`src/rtl/sem_pkg.sv`:
```
package sem_pkg;
  typedef enum logic [1:0] {
    OWN_NONE = 2'd0,
    OWN_HOST = 2'd1,
    OWN_TGT  = 2'd2
  } owner_e;
endpackage

```
`src/rtl/sem_addr_dec.sv`:
```
module sem_addr_dec #(
  parameter int NUM_SEM = 8,
  parameter int ADDR_W  = $clog2(NUM_SEM)
) (
  input  logic [ADDR_W-1:0]  addr,
  input  logic               wbit,
  input  logic               we,
  output logic [NUM_SEM-1:0] ask,
  output logic [NUM_SEM-1:0] drop
);
  // One-hot split of a side's write into an ask strobe and a drop strobe.
  for (genvar i = 0; i < NUM_SEM; i++) begin : g_sel
    logic hit;
    assign hit     = we && (addr == ADDR_W'(i));
    assign ask[i]  = hit && !wbit;
    assign drop[i] = hit &&  wbit;
  end
endmodule

```
`src/rtl/sem_cell.sv`:
```
module sem_cell
  import sem_pkg::*;
(
  input  logic clk,
  input  logic rst,
  input  logic ask_h,
  input  logic drop_h,
  input  logic ask_t,
  input  logic drop_t,
  output logic held_h,
  output logic held_t
);
  owner_e owner_q, owner_d;
  logic   wait_h_q, wait_h_d;
  logic   wait_t_q, wait_t_d;

  always_comb begin
    owner_d  = owner_q;
    wait_h_d = wait_h_q;
    wait_t_d = wait_t_q;
    unique case (owner_q)
      OWN_NONE: begin
        wait_h_d = 1'b0;
        wait_t_d = 1'b0;
        if (ask_h) begin
          owner_d  = OWN_HOST;       // host wins a same-cycle tie
          wait_t_d = ask_t;
        end else if (ask_t) begin
          owner_d  = OWN_TGT;
        end
      end
      OWN_HOST: begin
        if (drop_h) begin
          owner_d  = (ask_t || (wait_t_q && !drop_t)) ? OWN_TGT : OWN_NONE;
          wait_h_d = 1'b0;
          wait_t_d = 1'b0;
        end else if (ask_t) begin
          wait_t_d = 1'b1;
        end else if (drop_t) begin
          wait_t_d = 1'b0;
        end
      end
      OWN_TGT: begin
        if (drop_t) begin
          owner_d  = (ask_h || (wait_h_q && !drop_h)) ? OWN_HOST : OWN_NONE;
          wait_h_d = 1'b0;
          wait_t_d = 1'b0;
        end else if (ask_h) begin
          wait_h_d = 1'b1;
        end else if (drop_h) begin
          wait_h_d = 1'b0;
        end
      end
      default: begin
        owner_d  = OWN_NONE;
        wait_h_d = 1'b0;
        wait_t_d = 1'b0;
      end
    endcase
  end

  always_ff @(posedge clk) begin
    if (rst) begin
      owner_q  <= OWN_NONE;
      wait_h_q <= 1'b0;
      wait_t_q <= 1'b0;
    end else begin
      owner_q  <= owner_d;
      wait_h_q <= wait_h_d;
      wait_t_q <= wait_t_d;
    end
  end

  assign held_h = (owner_q == OWN_HOST);
  assign held_t = (owner_q == OWN_TGT);

  AST_IDLE_NO_WAIT: assert property (@(posedge clk) disable iff (rst)
    (owner_q == OWN_NONE) |-> (!wait_h_q && !wait_t_q));
  AST_GRANT_FREE: assert property (@(posedge clk) disable iff (rst)
    (owner_q == OWN_NONE && !ask_h && ask_t) |=> (owner_q == OWN_TGT));
  AST_LATCH_WAIT: assert property (@(posedge clk) disable iff (rst)
    (owner_q == OWN_HOST && !drop_h && ask_t) |=> (owner_q == OWN_HOST && wait_t_q));
  AST_HANDOFF: assert property (@(posedge clk) disable iff (rst)
    (owner_q == OWN_TGT && drop_t && wait_h_q && !drop_h) |=> (owner_q == OWN_HOST));
  AST_CANCEL: assert property (@(posedge clk) disable iff (rst)
    (owner_q == OWN_HOST && !drop_h && drop_t) |=> !wait_t_q);
  AST_TIE_HOST: assert property (@(posedge clk) disable iff (rst)
    (owner_q == OWN_NONE && ask_h && ask_t) |=> (owner_q == OWN_HOST && wait_t_q));
  AST_HOLDER_KEEPS: assert property (@(posedge clk) disable iff (rst)
    (owner_q == OWN_TGT && !drop_t) |=> (owner_q == OWN_TGT));
endmodule

```
`src/rtl/sem_read_port.sv`:
```
module sem_read_port #(
  parameter int NUM_SEM = 8,
  parameter int ADDR_W  = $clog2(NUM_SEM),
  parameter int RD_W    = 32,
  parameter int FLAG_W  = 16
) (
  input  logic               clk,
  input  logic               rst,
  input  logic               re,
  input  logic [ADDR_W-1:0]  addr,
  input  logic [NUM_SEM-1:0] held,
  output logic [RD_W-1:0]    rdata
);
  localparam int PAD_W = RD_W - FLAG_W;

  always_ff @(posedge clk) begin
    if (rst) begin
      rdata <= {{PAD_W{1'b0}}, {FLAG_W{1'b1}}};
    end else if (re) begin
      rdata <= {{PAD_W{1'b0}}, {FLAG_W{!held[addr]}}};
    end
  end

  AST_UPPER_ZERO: assert property (@(posedge clk) disable iff (rst)
    rdata[RD_W-1:FLAG_W] == '0);
  AST_FLAG_UNIFORM: assert property (@(posedge clk) disable iff (rst)
    (rdata[FLAG_W-1:0] == '0) || (&rdata[FLAG_W-1:0]));
  AST_HOLD_IDLE: assert property (@(posedge clk) disable iff (rst)
    !re |=> $stable(rdata));
endmodule

```
`src/rtl/sem_bank.sv`:
```
module sem_bank #(
  parameter int NUM_SEM = 8,
  parameter int ADDR_W  = $clog2(NUM_SEM),
  parameter int RD_W    = 32,
  parameter int FLAG_W  = 16
) (
  input  logic              clk,
  input  logic              rst,
  input  logic [ADDR_W-1:0] h_addr,
  input  logic              h_wbit,
  input  logic              h_we,
  input  logic              h_re,
  output logic [RD_W-1:0]   h_rdata,
  input  logic [ADDR_W-1:0] t_addr,
  input  logic              t_wbit,
  input  logic              t_we,
  input  logic              t_re,
  output logic [RD_W-1:0]   t_rdata
);
  logic [NUM_SEM-1:0] ask_h, drop_h, ask_t, drop_t;
  logic [NUM_SEM-1:0] held_h, held_t;

  sem_addr_dec #(.NUM_SEM(NUM_SEM), .ADDR_W(ADDR_W)) u_dec_h (
    .addr(h_addr), .wbit(h_wbit), .we(h_we), .ask(ask_h), .drop(drop_h));
  sem_addr_dec #(.NUM_SEM(NUM_SEM), .ADDR_W(ADDR_W)) u_dec_t (
    .addr(t_addr), .wbit(t_wbit), .we(t_we), .ask(ask_t), .drop(drop_t));

  for (genvar i = 0; i < NUM_SEM; i++) begin : g_sem
    sem_cell u_cell (
      .clk(clk), .rst(rst),
      .ask_h(ask_h[i]), .drop_h(drop_h[i]),
      .ask_t(ask_t[i]), .drop_t(drop_t[i]),
      .held_h(held_h[i]), .held_t(held_t[i]));
  end

  sem_read_port #(.NUM_SEM(NUM_SEM), .ADDR_W(ADDR_W), .RD_W(RD_W), .FLAG_W(FLAG_W)) u_rd_h (
    .clk(clk), .rst(rst), .re(h_re), .addr(h_addr), .held(held_h), .rdata(h_rdata));
  sem_read_port #(.NUM_SEM(NUM_SEM), .ADDR_W(ADDR_W), .RD_W(RD_W), .FLAG_W(FLAG_W)) u_rd_t (
    .clk(clk), .rst(rst), .re(t_re), .addr(t_addr), .held(held_t), .rdata(t_rdata));

  AST_EXCLUSIVE: assert property (@(posedge clk) disable iff (rst)
    (held_h & held_t) == '0);
  AST_OTHERS_STILL: assert property (@(posedge clk) disable iff (rst)
    (!h_we && !t_we) |=> ($stable(held_h) && $stable(held_t)));
endmodule

```
`config.mk`:
```
export PLATFORM = sky130hd
export DESIGN_NAME = sem_bank
export DESIGN_NICKNAME = d
export VERILOG_FILES = /design/src/rtl/sem_pkg.sv /design/src/rtl/sem_addr_dec.sv /design/src/rtl/sem_cell.sv /design/src/rtl/sem_read_port.sv /design/src/rtl/sem_bank.sv
export SDC_FILE = /design/constraint.sdc
export NUM_CORES = 1
export LEC_CHECK = 0
export BUFFER_PORTS_ARGS = -buffer_cell sky130_fd_sc_hd__buf_4
export CORE_AREA = 4 4 93 95
export DETAILED_ROUTE_END_ITERATION = 10
export DIE_AREA = 0 0 97 99
export PLACE_DENSITY_LB_ADDON = 0.1
export SETUP_SLACK_MARGIN = 0.4
export SLEW_MARGIN = 10
export SYNTH_ARGS = -nofsm -noshare
export SYNTH_HDL_FRONTEND = slang
export SYNTH_SLANG_ARGS = --single-unit
```
`constraint.sdc`:
```
create_clock -name clk -period 2.09 [get_ports clk]
set_input_delay 0.418 -clock clk [delete_from_list [all_inputs] [get_ports clk]]
set_output_delay 0.418 -clock clk [all_outputs]
set_load 0.01 [all_outputs]
```
==> results.txt, run 1 <==
----------------------------------------------------
[Yosys]
  Number of synthesized register bits ... 34
  Gate Count Post-Synth ... between 400 and 500
  Count of flip-flops with a built-in enable after synthesis ... 0
  Post-synth top flop ... sky130_fd_sc_hd__dfxtp_1
  Register area share after synthesis ... between 10% and 20%
  Most numerous cell in the Yosys netlist ... sky130_fd_sc_hd__buf_4
  Syn Std Cell Area ... 3430 µm²
  Share of the synthesized area in the top cell type ... 19.9%
  Most area-hungry cell type in the Yosys netlist ... sky130_fd_sc_hd__dfxtp_1
  Number of different library cells in the post-synthesis netlist ... 61
  Asr flop ratio synth ... 0%
  Most frequent cells after synthesis ... sky130_fd_sc_hd__buf_4 (64), sky130_fd_sc_hd__nand2_1 (42), sky130_fd_sc_hd__dfxtp_1 (34)
  Largest cells by area after synthesis ... sky130_fd_sc_hd__dfxtp_1 (20%), sky130_fd_sc_hd__buf_4 (14%), sky130_fd_sc_hd__ha_1 (12%), sky130_fd_sc_hd__nand2_1 (4.6%), sky130_fd_sc_hd__a21oi_1 (3.7%)
  Number of warnings printed during yosys synthesis ... 0
  Mean instance size in the synthesized netlist ... 7.97 µm²

[Hold path]
  Capture endpoint of the worst hold path ... u_rd_h.rdata[0]
  Hold Crit Class ... primary input to flop
  Min-Delay Startpoint ... h_re
  Worst hold path depth ... 3

[Worst setup path]
  Critical Path Start Type ... primary input
  Buffer and inverter count on the worst path ... 1
  Total stage count of the critical path ... 5
  Cells along the critical path ... buf_6, or4b_4, o21a_4, or4_4, a21oi_2
  Reg2reg start ... g_sem[7].u_cell.owner_q[0]
  Kind of end point of the critical path ... flop
  Delay-heaviest family, CP ... simple AND/OR/NAND/NOR gates
  Largest driver fanout on the critical path ... 3
  Critical-path cell with the highest stage delay ... sky130_fd_sc_hd__or4b_4
  Worst r2r path cells ... 7
  Internal reg-to-reg setup slack ... just over 400 ps
  Arrival @ worst endpoint ... 1910 ps
  Worst reg2reg path endpoint ... u_rd_t.rdata[0]
  Worst EP required ... ~2300 ps
  Type of the worst setup path ... primary input to flop
  Delay of the slowest critical-path stage ... roughly 540 ps

[STA]
  Final period demand of the worst path ... approximately 1700 ps
  Setup repair after global routing missed its margin ... true
  Hold Fails Final Rpt ... 0
  Maximum clock frequency ... 0.593 GHz
  Setup-failing EPs final ... 0
  Total negative slack ... 0 ps
  Slew Viols, Final ... 0
  Setup skew after layout ... 13.9 ps
  Final Hold Slack ... approximately 330 ps
  Tcrit/Tclk final ... about four fifths

[Power and ir drop]
  Max rail drop VDD ... about 0.00021 V
  Leakage component of the power ... roughly 0.0015 µW
  Switching Share ... 39.2%
  Total power of the final layout ... between 2000 and 2500 µW
  Switching pwr ... around 880 µW
  Internal power component ... between 1000 and 1500 µW
  Proportion of power drawn by flip-flops and latches ... between 30% and 40%
  Combinational cell fraction of total power ... approximately 45%
  Clock network power share ... a little over a fifth
  Total power density per cell area ... approximately 570 nW/µm²

[Detailed routing]
  DR pass1 iterations ... 4
  Wirelength per Cell ... approximately 16 µm
  Routed wire length ... around 8.9 mm
  Vias per std cell ... around 5.6
  Post-DRT Antenna Nets ... 0
  Post-route DRC violation count ... 0
  Detailed-route via count ... about 3100
  DR iter-0 viols ... roughly 190

[Placement]
  Total half-perimeter wirelength after legalization and detailed placement ... 6.52 mm
  Routability cong. ... around 0.85
  IO Port Bufs ... 45

[CTS]
  Hold Buf Count CTS ... 0
  Clock tree from TritonCTS ... built
  TritonCTS Buffers ... 5
  Clock latency at the later pin of the worst-skew pair ... 300 ps
  Clk sinks ... 34
  Root Driver ... sky130_fd_sc_hd__clkbuf_8
  Clock Path Buffers ... 2
  H-tree levels ... 2
  Clock-pin slew of the registers on the worst-case setup and hold paths ... 80 ps

[Floorplan]
  Die height ... 99 µm
  Number of standard-cell rows in the floorplan ... 32
  Die boundary width ... around 97 µm
  Core area ... 7730 µm²
  Die outline area ... around 9600 µm²
  Number of top-level pins ... around 80
  Starting density of the core ... between 40 and 50%

[Cells and area]
  Antenna Cells ... 0
  Area grow syn2layout ... 15.2%
  Share of layout cells above drive strength 1 ... between 30% and 40%
  Net total in the final layout ... around 500

[Global route]
  Initial antenna violation count ... 0
  Via count of the first global-routing pass ... 2905
  Total routing usage reported by global routing ... roughly 18%
  Wire length of the first global-routing pass ... about 14 mm
  Pin count of the biggest net entering global routing ... 29
  Total congestion overflow after global routing ... 0

[Run status]
  Outcome ... finished clean

[Flow run]
  Number of violations of the max-capacitance limit ... 0

----------------------------------------------------
## state kept, by name (all words and copies together) (netlist names)
register,cells
g_sem.u_cell.wait_h_q,8
u_rd_t.rdata,1
g_sem.u_cell.owner_q,16
u_rd_h.rdata,1
g_sem.u_cell.wait_t_q,8
## stage by stage
| step | util, % | area, µm² | worst slack [ps] | cells |
|---|---|---|---|---|
| floorplan | - | 3620 | 247 | 461 |
| global placement | 47.3 | 3660 | 82.5 | 544 |
| detailed placement | 47.3 | 3660 | 77.9 | 544 |
| CTS | 49.2 | 3800 | 387 | 553 |
| global route | 51.1 | 3950 | 336 | 557 |
| finish | 51.1 | 3950 | 404 | 557 |
## worst max-delay path by stage
stage	from	to	slack (ps)
2_1_floorplan	t_addr[0]	g_sem[0].u_cell.owner_q[1]	250
3_3_place_gp	t_addr[0]	g_sem[0].u_cell.owner_q[1]	80
3_5_place_dp	t_addr[1]	g_sem[0].u_cell.owner_q[1]	80
4_1_cts	g_sem[5].u_cell.owner_q[0]	u_rd_t.rdata[0]	390
5_1_grt	g_sem[0].u_cell.owner_q[0]	g_sem[0].u_cell.owner_q[1]	340
6_report	t_addr[0]	g_sem[0].u_cell.owner_q[1]	400
## area by class of cell
cell class | instances | area, µm²
Clock buffer | 7 | 76.3
Fill cell | 746 | 3780
Inverter | 25 | 93.8
Multi-Input combinational cell | 322 | 2400
Sequential cell | 34 | 708
Tap cell | 102 | 128
Timing Repair Buffer | 67 | 543
## layer usage
metal  global-route usage, %  part of all wire [%]  vias up
met5                       0                     0        -
met4                    5.94                   1.7        0
met3                    3.40                   6.2       12
met2                    30.6                    48      111
met1                    23.1                    44     1480
li1                        -                     -     1524
## power by group through the flow
stage,Sequential [µW],Clock [µW],Combinational (µW)
6_report,762,485,998
5_1_grt,774,524,1100
4_1_cts,761,511,923
3_5_place_dp,766,0,900
3_3_place_gp,764,0,892
2_1_floorplan,755,0,735
## cells by family after synthesis
kind of cell    after synthesis  synth area share (%)
other cells                   1                 0.109
buf+inv                     105                  18.8
fa+ha+maj                    32                  11.7
simple gates                121                  19.6
flops                        34                  19.9
mux                           9                  4.24
compound gates              128                  25.7
## placed cells by master, fill, tap and decap left out, drive strengths merged, types with 4 or more instances in the layout
master and n:
a21oi 25, nand4 4, a211oi 4, or3 4, nor2 26, a31oi 6, buf 67, clkbuf 7
nand4b 4, nand3 4, inv 25, mux2 4, o21ai 27, nor3 6, mux4 4, ha 32
a211o 6, nand2b 7, o211ai 4, o21a 12, nand2 42, o221ai 5, dfxtp 34, conb 32
o2111ai 12
## repair_timing
item / 4_1_cts / 5_1_grt
pin swaps: 1 / 11
setup buffers: 2 / 4
endpoints found under the setup margin: 4 / 9
resized for setup: 28 / 33
## worst reg2reg max path, stage by stage (launching register included)
cell and delay [ps]:
sky130_fd_sc_hd__dfxtp_2 360, sky130_fd_sc_hd__inv_1 60, sky130_fd_sc_hd__ha_2 230, sky130_fd_sc_hd__mux4_2 470, sky130_fd_sc_hd__mux2_2 310, sky130_fd_sc_hd__nand2_1 70
sky130_fd_sc_hd__o21ai_1 60, sky130_fd_sc_hd__nand2_1 70
No activity file was read; power rests on OpenSTA's default activity.
==> run 2, diff against run 1 <==
==> constraint.sdc (replaced) <==
create_clock -name clk -period 1.4 [get_ports clk]
set_input_delay 0.28 -clock clk [delete_from_list [all_inputs] [get_ports clk]]
set_output_delay 0.28 -clock clk [all_outputs]
set_load 0.01 [all_outputs]
==> run 2 against run 1 <==
Against the previous run:
- cell area increased by 59%
- sequential power increased by 54%
- final cell count increased by 25%
- via count increased by 24%
- critical path type is now flop to flop
- first-iteration DRC count increased by 6.8%
- the flow now finishes with violations (setup timing)
- clock skew decreased by 7.1 ps
- sequential share of layout area decreased by 6.3 points
- worst hold slack got worse by 140 ps
- wire length increased by 43%
- worst setup slack got worse by 600 ps
==> results.txt, run 2 (synthesis results as in run 1) <==
----------------------------------------------------
[Power and ir drop]
  Max rail drop VDD ... 0.000459 V (was 0.000214 V)
  Internal power component ... 3130 µW (was 1370 µW)
  Combinational cell fraction of total power ... 61.6% (was 44.5%)
  Switching pwr ... 1890 µW (was 879 µW)
  Leakage component of the power ... 0.00254 µW (was 0.00151 µW)
  Proportion of power drawn by flip-flops and latches ... 23.3% (was 33.9%)
  Switching Share ... 37.7% (was 39.2%)
  Clock network power share ... 15.1% (was 21.6%)
  Total power density per cell area ... 800 nW/µm² (was 569 nW/µm²)

[Floorplan]
  Core area ... 7730 µm² (unchanged)
  Number of top-level pins ... 78 (unchanged)
  Starting density of the core ... 44.3% (unchanged)
  Die height ... 99 µm (unchanged)
  Die boundary width ... 97 µm (unchanged)
  Number of standard-cell rows in the floorplan ... 32 (unchanged)
  Die outline area ... 9600 µm² (unchanged)

[Worst setup path]
  Total stage count of the critical path ... 7 (was 5)
  Delay of the slowest critical-path stage ... 480 ps (was 540 ps)
  Largest driver fanout on the critical path ... 5 (was 3)
  Critical Path Start Type ... flop (was primary input)
  Kind of end point of the critical path ... flop (unchanged)
  Delay-heaviest family, CP ... multiplexers (was simple AND/OR/NAND/NOR gates)
  Cells along the critical path ... inv_4, ha_4, mux4_2, mux2_4, nand2_2, o21ai_1, nand2_1 (was buf_6, or4b_4, o21a_4, or4_4, a21oi_2)
  Worst EP required ... 1630 ps (was 2320 ps)
  Critical-path cell with the highest stage delay ... sky130_fd_sc_hd__mux4_2 (was sky130_fd_sc_hd__or4b_4)
  Type of the worst setup path ... flop to flop (was primary input to flop)
  Buffer and inverter count on the worst path ... 1 (unchanged)
  Arrival @ worst endpoint ... 1830 ps (was 1910 ps)
  Worst r2r path cells ... 7 (unchanged)
  Internal reg-to-reg setup slack ... -200 ps (was 410 ps)

[STA]
  Post-route setup slack ... -200 ps (was 404 ps)
  Final period demand of the worst path ... 1600 ps
  Setup skew after layout ... 6.82 ps (was 13.9 ps)
  Total negative slack ... -2020 ps (was 0 ps)
  Setup repair after global routing missed its margin ... true (unchanged)
  Tcrit/Tclk final ... 114%
  Slew Viols, Final ... 0 (unchanged)
  Maximum clock frequency ... between 0.6 and 0.7 GHz
  Hold Fails Final Rpt ... 0 (unchanged)
  Setup-failing EPs final ... 20 (was 0)

[Detailed routing]
  Routed wire length ... 12.7 mm (was 8.90 mm)
  Detailed-route via count ... 3871 (was 3127)
  Post-route DRC violation count ... 0 (unchanged)
  Post-DRT Antenna Nets ... 0 (unchanged)
  Wirelength per Cell ... 18.3 µm (was 16.0 µm)
  DR iter-0 viols ... 205 (was 192)
  DR pass1 iterations ... 5 (was 4)
  Vias per std cell ... 5.58 (was 5.61)

[Global route]
  Global-route layer with the greatest usage ... met2 (unchanged)
  GR met2 Demand/Resource ... 41.6% (was 30.6%)
  Global routing met1 resource utilization ... 27.0% (was 23.1%)
  Wire length of the first global-routing pass ... 18.0 mm (was 14.4 mm)
  Initial antenna violation count ... 0 (unchanged)
  Total routing usage reported by global routing ... 22.8% (was 18.0%)
  Via count of the first global-routing pass ... 3727 (was 2905)
  Pin count of the biggest net entering global routing ... 16 (was 29)
  Routing usage on met3 ... 3.68% (was 3.40%)
  Total congestion overflow after global routing ... 0 (unchanged)

[Hold path]
  Worst hold path depth ... 3 (unchanged)
  Hold Crit Class ... primary input to flop (unchanged)

[CTS]
  Clock Path Buffers ... 2 (unchanged)
  Root Driver ... sky130_fd_sc_hd__clkbuf_8 (unchanged)
  Clock-pin slew of the registers on the worst-case setup and hold paths ... 70 ps (was 80 ps)
  Hold Buf Count CTS ... 0 (unchanged)
  Clock tree from TritonCTS ... built (unchanged)
  Clock latency at the later pin of the worst-skew pair ... 290 ps (was 300 ps)
  TritonCTS Buffers ... 5 (unchanged)
  Clk sinks ... 34 (unchanged)
  H-tree levels ... 2 (unchanged)

[Cells and area]
  Most frequent cells in the layout ... sky130_fd_sc_hd__buf_4 (113), sky130_fd_sc_hd__buf_6 (80), sky130_fd_sc_hd__conb_1 (32), sky130_fd_sc_hd__nand2_1 (26), sky130_fd_sc_hd__ha_4 (23) (was sky130_fd_sc_hd__buf_4 (61), sky130_fd_sc_hd__nand2_1 (41), sky130_fd_sc_hd__conb_1 (32), sky130_fd_sc_hd__a21oi_1 (24))
  Final instance area ... 6280 µm² (was 3950 µm²)
  Non-filler cells, final ... 694 (was 557)
  Biggest register ... g_sem.u_cell.owner_q (unchanged)
  Net total in the final layout ... 639 (was 501)
  Antenna Cells ... 0 (unchanged)
  Largest register FFs ... 16 (unchanged)
  Largest registers ... g_sem.u_cell.owner_q (16), g_sem.u_cell.wait_h_q (8), g_sem.u_cell.wait_t_q (8) (unchanged)
  Share of layout cells above drive strength 1 ... 66.6% (was 30.8%)
  Leading cell type in the layout, fill and taps excluded ... sky130_fd_sc_hd__buf_4 (unchanged)
  Area grow syn2layout ... 83.5% (was 15.2%)

[Placement]
  Placed Instance Area ... 4670 µm² (was 3660 µm²)
  IO Port Bufs ... 45 (unchanged)
  Number of cells after detailed placement ... 649 (was 544)
  Total half-perimeter wirelength after legalization and detailed placement ... 8.04 mm (was 6.52 mm)
  Routability cong. ... 0.890 (was 0.851)

[Flow run]
  Number of violations of the max-capacitance limit ... 0 (unchanged)

[Run status]
  Outcome ... complete, but fails checks (was finished clean)
  Violated checks ... setup timing

----------------------------------------------------
==> run 2: power by group through the flow <==
stage | clock network [µW] | registers, µW | logic [µW]
global route | 803 | 1180 | 3310
global placement | 0 | 1140 | 1990
floorplan | 0 | 1150 | 1230
finish | 759 | 1170 | 3100
detailed placement | 0 | 1140 | 2020
CTS | 766 | 1140 | 2680
==> run 2: worst reg2reg max path: cells and delay by family (launching register included) <==
| kind | cells | cell delay (ps) |
|---|---|---|
| adders and majority gates | 1 | 170 |
| DFF | 1 | 390 |
| AOI/OAI and AO/OA | 1 | 50 |
| buffers and inverters | 1 | 60 |
| and+or+nand+nor | 2 | 100 |
| muxes | 2 | 770 |
==> run 2: through the flow <==
stage | utilization (%) | setup WS (ps) | hold slack (ps) | total power [µW]
floorplan | - | -305 | 395 | 2370
global placement | 60.5 | -444 | 452 | 3140
global route | 81.3 | -261 | 220 | 5290
finish | 81.3 | -200 | 198 | 5030
CTS | 74.7 | -203 | 193 | 4580
detailed placement | 60.5 | -448 | 462 | 3160
==> run 2: area by class of cell <==
cell class,instances,area (µm²)
sequential,34,733
timing repair buffer,205,1990
clock buffer,6,82.6
tap,102,128
inverter,25,121
fill,446,1440
multi-input combinational,322,3230
==> run 2: timing repair <==
| item | in CTS | in global routing |
|---|---|---|
| endpoints found under the setup margin | 66 | 66 |
| cloned | 1 | 1 |
| pin swaps | 72 | 45 |
| setup buffers | 26 | 11 |
| gates resized for setup | 196 | 89 |
| endpoints found under the hold margin | 0 | 0 |
==> run 2: metal layers <==
layer	wire, µm	vias up
li1	-	1808
met1	4960	1871
met2	6730	155
met3	637	37
met4	397	0
met5	0	-
==> run 2: path summary, 6_finish.rpt <==
| kind | start | end |
|---|---|---|
| worst max-delay path | g_sem[3].u_cell.owner_q[0] | u_rd_t.rdata[0] |
| worst min-delay path | t_re | u_rd_t.rdata[0] |
| worst max register to register | g_sem[3].u_cell.owner_q[0] | u_rd_t.rdata[0] |
| worst min register to register | g_sem[0].u_cell.wait_t_q | g_sem[0].u_cell.wait_t_q |
==> run 3, diff against run 2 <==
--- a/config.mk
+++ b/config.mk
@@ -11,6 +11,7 @@
 export DIE_AREA = 0 0 97 99
 export PLACE_DENSITY_LB_ADDON = 0.1
 export SETUP_SLACK_MARGIN = 0.4
+export SKIP_LAST_GASP = 1
 export SLEW_MARGIN = 10
 export SYNTH_ARGS = -nofsm -noshare
 export SYNTH_HDL_FRONTEND = slang
==> run 3 against run 2 <==
Against the previous run:
- the run still ends with setup timing left
- non-clock buffer count decreased by 3
- sequential cell count is the same
- clock skew fell by 1.0 ps
- global-route usage decreased by 0.43 points
- first-iteration DRC count rose by 16%
- worst setup slack lost 67 ps
- total power fell by 3.2%
- combinational power down 5%
- critical endpoint is now g_sem[0].u_cell.owner_q[1]
- die area stayed put
- fmax down 4.0%
==> results.txt, run 3 (synthesis results as in run 1) <==
----------------------------------------------------
[Detailed routing]
  Vias per std cell ... 5.52 (was 5.58)
  DR iter-0 viols ... 238 (was 205)
  Post-DRT Antenna Nets ... 0 (unchanged)
  Total length of routed met3 wires ... 565 µm (was 637 µm)
  Wirelength per Cell ... 17.2 µm (was 18.3 µm)
  Routed wire length ... 11.9 mm (was 12.7 mm)
  Topmost layer with routed signal wires ... met4 (unchanged)
  Met1 WL ... 4.64 mm (was 4.96 mm)
  Detailed route wirelength on metal2 ... 6.35 mm (was 6.73 mm)
  DR pass1 iterations ... 4 (was 5)
  Detailed-route via count ... 3817 (was 3871)
  Post-route DRC violation count ... 0 (unchanged)

[CTS]
  Root Driver ... sky130_fd_sc_hd__clkbuf_8 (unchanged)
  TritonCTS Buffers ... 5 (unchanged)
  Clk sinks ... 34 (unchanged)
  H-tree levels ... 2 (unchanged)
  Clock latency at the later pin of the worst-skew pair ... 290 ps (about the same)
  Clock Path Buffers ... 2 (unchanged)
  Clock tree from TritonCTS ... built (unchanged)
  Clock-pin slew of the registers on the worst-case setup and hold paths ... 80 ps (was 70 ps)
  Hold Buf Count CTS ... 0 (unchanged)

[Cells and area]
  Largest register FFs ... 16 (unchanged)
  Leading cell type in the layout, fill and taps excluded ... sky130_fd_sc_hd__buf_4 (unchanged)
  Antenna Cells ... 0 (unchanged)
  Most frequent cells in the layout ... sky130_fd_sc_hd__buf_4 (126), sky130_fd_sc_hd__buf_6 (65), sky130_fd_sc_hd__conb_1 (32), sky130_fd_sc_hd__nand2_1 (30), sky130_fd_sc_hd__ha_4 (23) (was sky130_fd_sc_hd__buf_4 (113), sky130_fd_sc_hd__buf_6 (80), sky130_fd_sc_hd__conb_1 (32), sky130_fd_sc_hd__nand2_1 (26), sky130_fd_sc_hd__ha_4 (23))
  Biggest register ... g_sem.u_cell.owner_q (unchanged)
  Net total in the final layout ... 636 (was 639)
  Largest registers ... g_sem.u_cell.owner_q (16), g_sem.u_cell.wait_h_q (8), g_sem.u_cell.wait_t_q (8) (unchanged)
  Filler cell count in the final layout ... 484 (was 446)
  Non-filler cells, final ... 691 (was 694)
  Area grow syn2layout ... 79.2% (was 83.5%)
  Share of layout cells above drive strength 1 ... 65.5% (was 66.6%)

[STA]
  Tcrit/Tclk final ... 119% (was 114%)
  Final Hold Slack ... 199 ps (was 198 ps)
  Maximum clock frequency ... 0.600 GHz (was 0.625 GHz)
  Setup repair after global routing missed its margin ... true (unchanged)
  Setup-failing EPs final ... 20 (unchanged)
  Post-route setup slack ... -267 ps (was -200 ps)
  Final period demand of the worst path ... 1670 ps (was 1600 ps)
  Hold Fails Final Rpt ... 0 (unchanged)
  Setup skew after layout ... 5.79 ps (was 6.82 ps)
  Total negative slack ... -2290 ps (was -2020 ps)
  Slew Viols, Final ... 0 (unchanged)

[Placement]
  Number of cells after detailed placement ... 649 (unchanged)
  Total half-perimeter wirelength after legalization and detailed placement ... 8.04 mm (unchanged)
  Routability cong. ... 0.890 (unchanged)
  IO Port Bufs ... 45 (unchanged)

[Global route]
  Initial antenna violation count ... 0 (unchanged)
  Via count of the first global-routing pass ... 3690 (was 3727)
  Wire length of the first global-routing pass ... 17.7 mm (was 18.0 mm)
  Total routing usage reported by global routing ... 22.3% (was 22.8%)
  Total congestion overflow after global routing ... 0 (unchanged)
  Pin count of the biggest net entering global routing ... 16 (unchanged)

[Worst setup path]
  Launch point of the critical path ... h_addr[1] (was g_sem[3].u_cell.owner_q[0])
  Worst EP required ... 1610 ps (was 1630 ps)
  Critical Path Start Type ... primary input (was flop)
  Worst reg2reg path endpoint ... g_sem[0].u_cell.owner_q[1] (was u_rd_t.rdata[0])
  Type of the worst setup path ... primary input to flop (was flop to flop)
  Reg2reg start ... g_sem[0].u_cell.owner_q[1] (was g_sem[3].u_cell.owner_q[0])
  Largest driver fanout on the critical path ... 3 (was 5)
  Kind of end point of the critical path ... flop (unchanged)
  Arrival @ worst endpoint ... 1880 ps (was 1830 ps)
  Worst r2r path cells ... 6 (was 7)
  Internal reg-to-reg setup slack ... -220 ps (was -200 ps)

[Floorplan]
  Number of top-level pins ... 78 (unchanged)
  Core area ... 7730 µm² (unchanged)
  Die boundary width ... 97 µm (unchanged)
  Die outline area ... 9600 µm² (unchanged)
  Starting density of the core ... 44.3% (unchanged)
  Die height ... 99 µm (unchanged)
  Number of standard-cell rows in the floorplan ... 32 (unchanged)

[Power and ir drop]
  Leakage component of the power ... 0.00249 µW (was 0.00254 µW)
  Total power density per cell area ... 793 nW/µm² (was 800 nW/µm²)
  Max rail drop VDD ... 0.000465 V (was 0.000459 V)
  Total power of the final layout ... 4870 µW (was 5030 µW)

[Hold path]
  Hold Crit Class ... primary input to flop (unchanged)
  Min-Delay Startpoint ... h_re (was t_re)
  Worst hold path depth ... 3 (unchanged)
  Capture endpoint of the worst hold path ... u_rd_h.rdata[0] (was u_rd_t.rdata[0])

[Run status]
  Outcome ... complete, but fails checks (unchanged)
  Violated checks ... setup timing (unchanged)

[Flow run]
  Number of violations of the max-capacitance limit ... 0 (unchanged)

----------------------------------------------------
run 3: cell count changes in the layout (fill, tap and decap cells not counted), moves of 2 or more:
| cell | delta |
|---|---|
| sky130_fd_sc_hd__buf_4 | +13 |
| sky130_fd_sc_hd__nand2_2 | -2 |
| sky130_fd_sc_hd__inv_2 | +3 |
| sky130_fd_sc_hd__nand2_4 | -2 |
| sky130_fd_sc_hd__inv_4 | -3 |
| sky130_fd_sc_hd__buf_6 | -15 |
| sky130_fd_sc_hd__nand2_1 | +4 |
run 3: critical path, stage by stage:
cell and delay, ps:
sky130_fd_sc_hd__buf_8 100, sky130_fd_sc_hd__nor4b_4 420, sky130_fd_sc_hd__buf_4 200, sky130_fd_sc_hd__a21boi_4 50, sky130_fd_sc_hd__o22a_1 190, sky130_fd_sc_hd__or4_1 490, sky130_fd_sc_hd__a21oi_1 140
run 3: worst max path at each step:
stage	slack, ps	endpoint	cells past startpoint
finish	-270	g_sem[0].u_cell.owner_q[1]	7
global route	-280	g_sem[0].u_cell.owner_q[1]	7
CTS	-200	u_rd_t.rdata[0]	7
detailed placement	-450	g_sem[4].u_cell.owner_q[0]	8
global placement	-440	g_sem[0].u_cell.owner_q[1]	5
floorplan	-300	g_sem[0].u_cell.owner_q[1]	4
run 3: stage by stage:
| stage | cell area (µm²) | util [%] | setup WS [ps] |
|---|---|---|---|
| finish | 6140 | 79.5 | -267 |
| detailed placement | 4670 | 60.5 | -448 |
| CTS | 5650 | 73.2 | -203 |
| floorplan | 4000 | - | -305 |
| global placement | 4670 | 60.5 | -444 |
| global route | 6140 | 79.5 | -283 |
run 3: per-layer routing:
| metal | GRT usage (%) | up-vias |
|---|---|---|
| met2 | 41.0 | 134 |
| met4 | 7.02 | 0 |
| li1 | - | 1793 |
| met3 | 3.89 | 33 |
| met1 | 26.4 | 1857 |
| met5 | 0 | - |
run 3: power breakdown:
group,leakage (µW),switching (µW),internal (µW),total [µW]
registers,0.000285,103,1050,1160
logic,0.00216,1330,1630,2960
clock network,0.0000431,372,380,752
run 3: repair_timing:
item | 4_1_cts | 5_1_grt
pin swaps | 71 | 41
gates resized for setup | 164 | 90
endpoints found under the setup margin | 66 | 66
buffers inserted | 26 | 8
cloned | 1 | 1
run 3: layout make-up:
class                           count  area (µm²)  area share, %
Clock buffer                        6        82.6           1.35
Sequential cell                    34         731           11.9
Inverter                           25         114           1.85
Timing Repair Buffer              202        1900           30.9
Tap cell                          102         128           2.08
Multi-Input combinational cell    322        3190           51.9
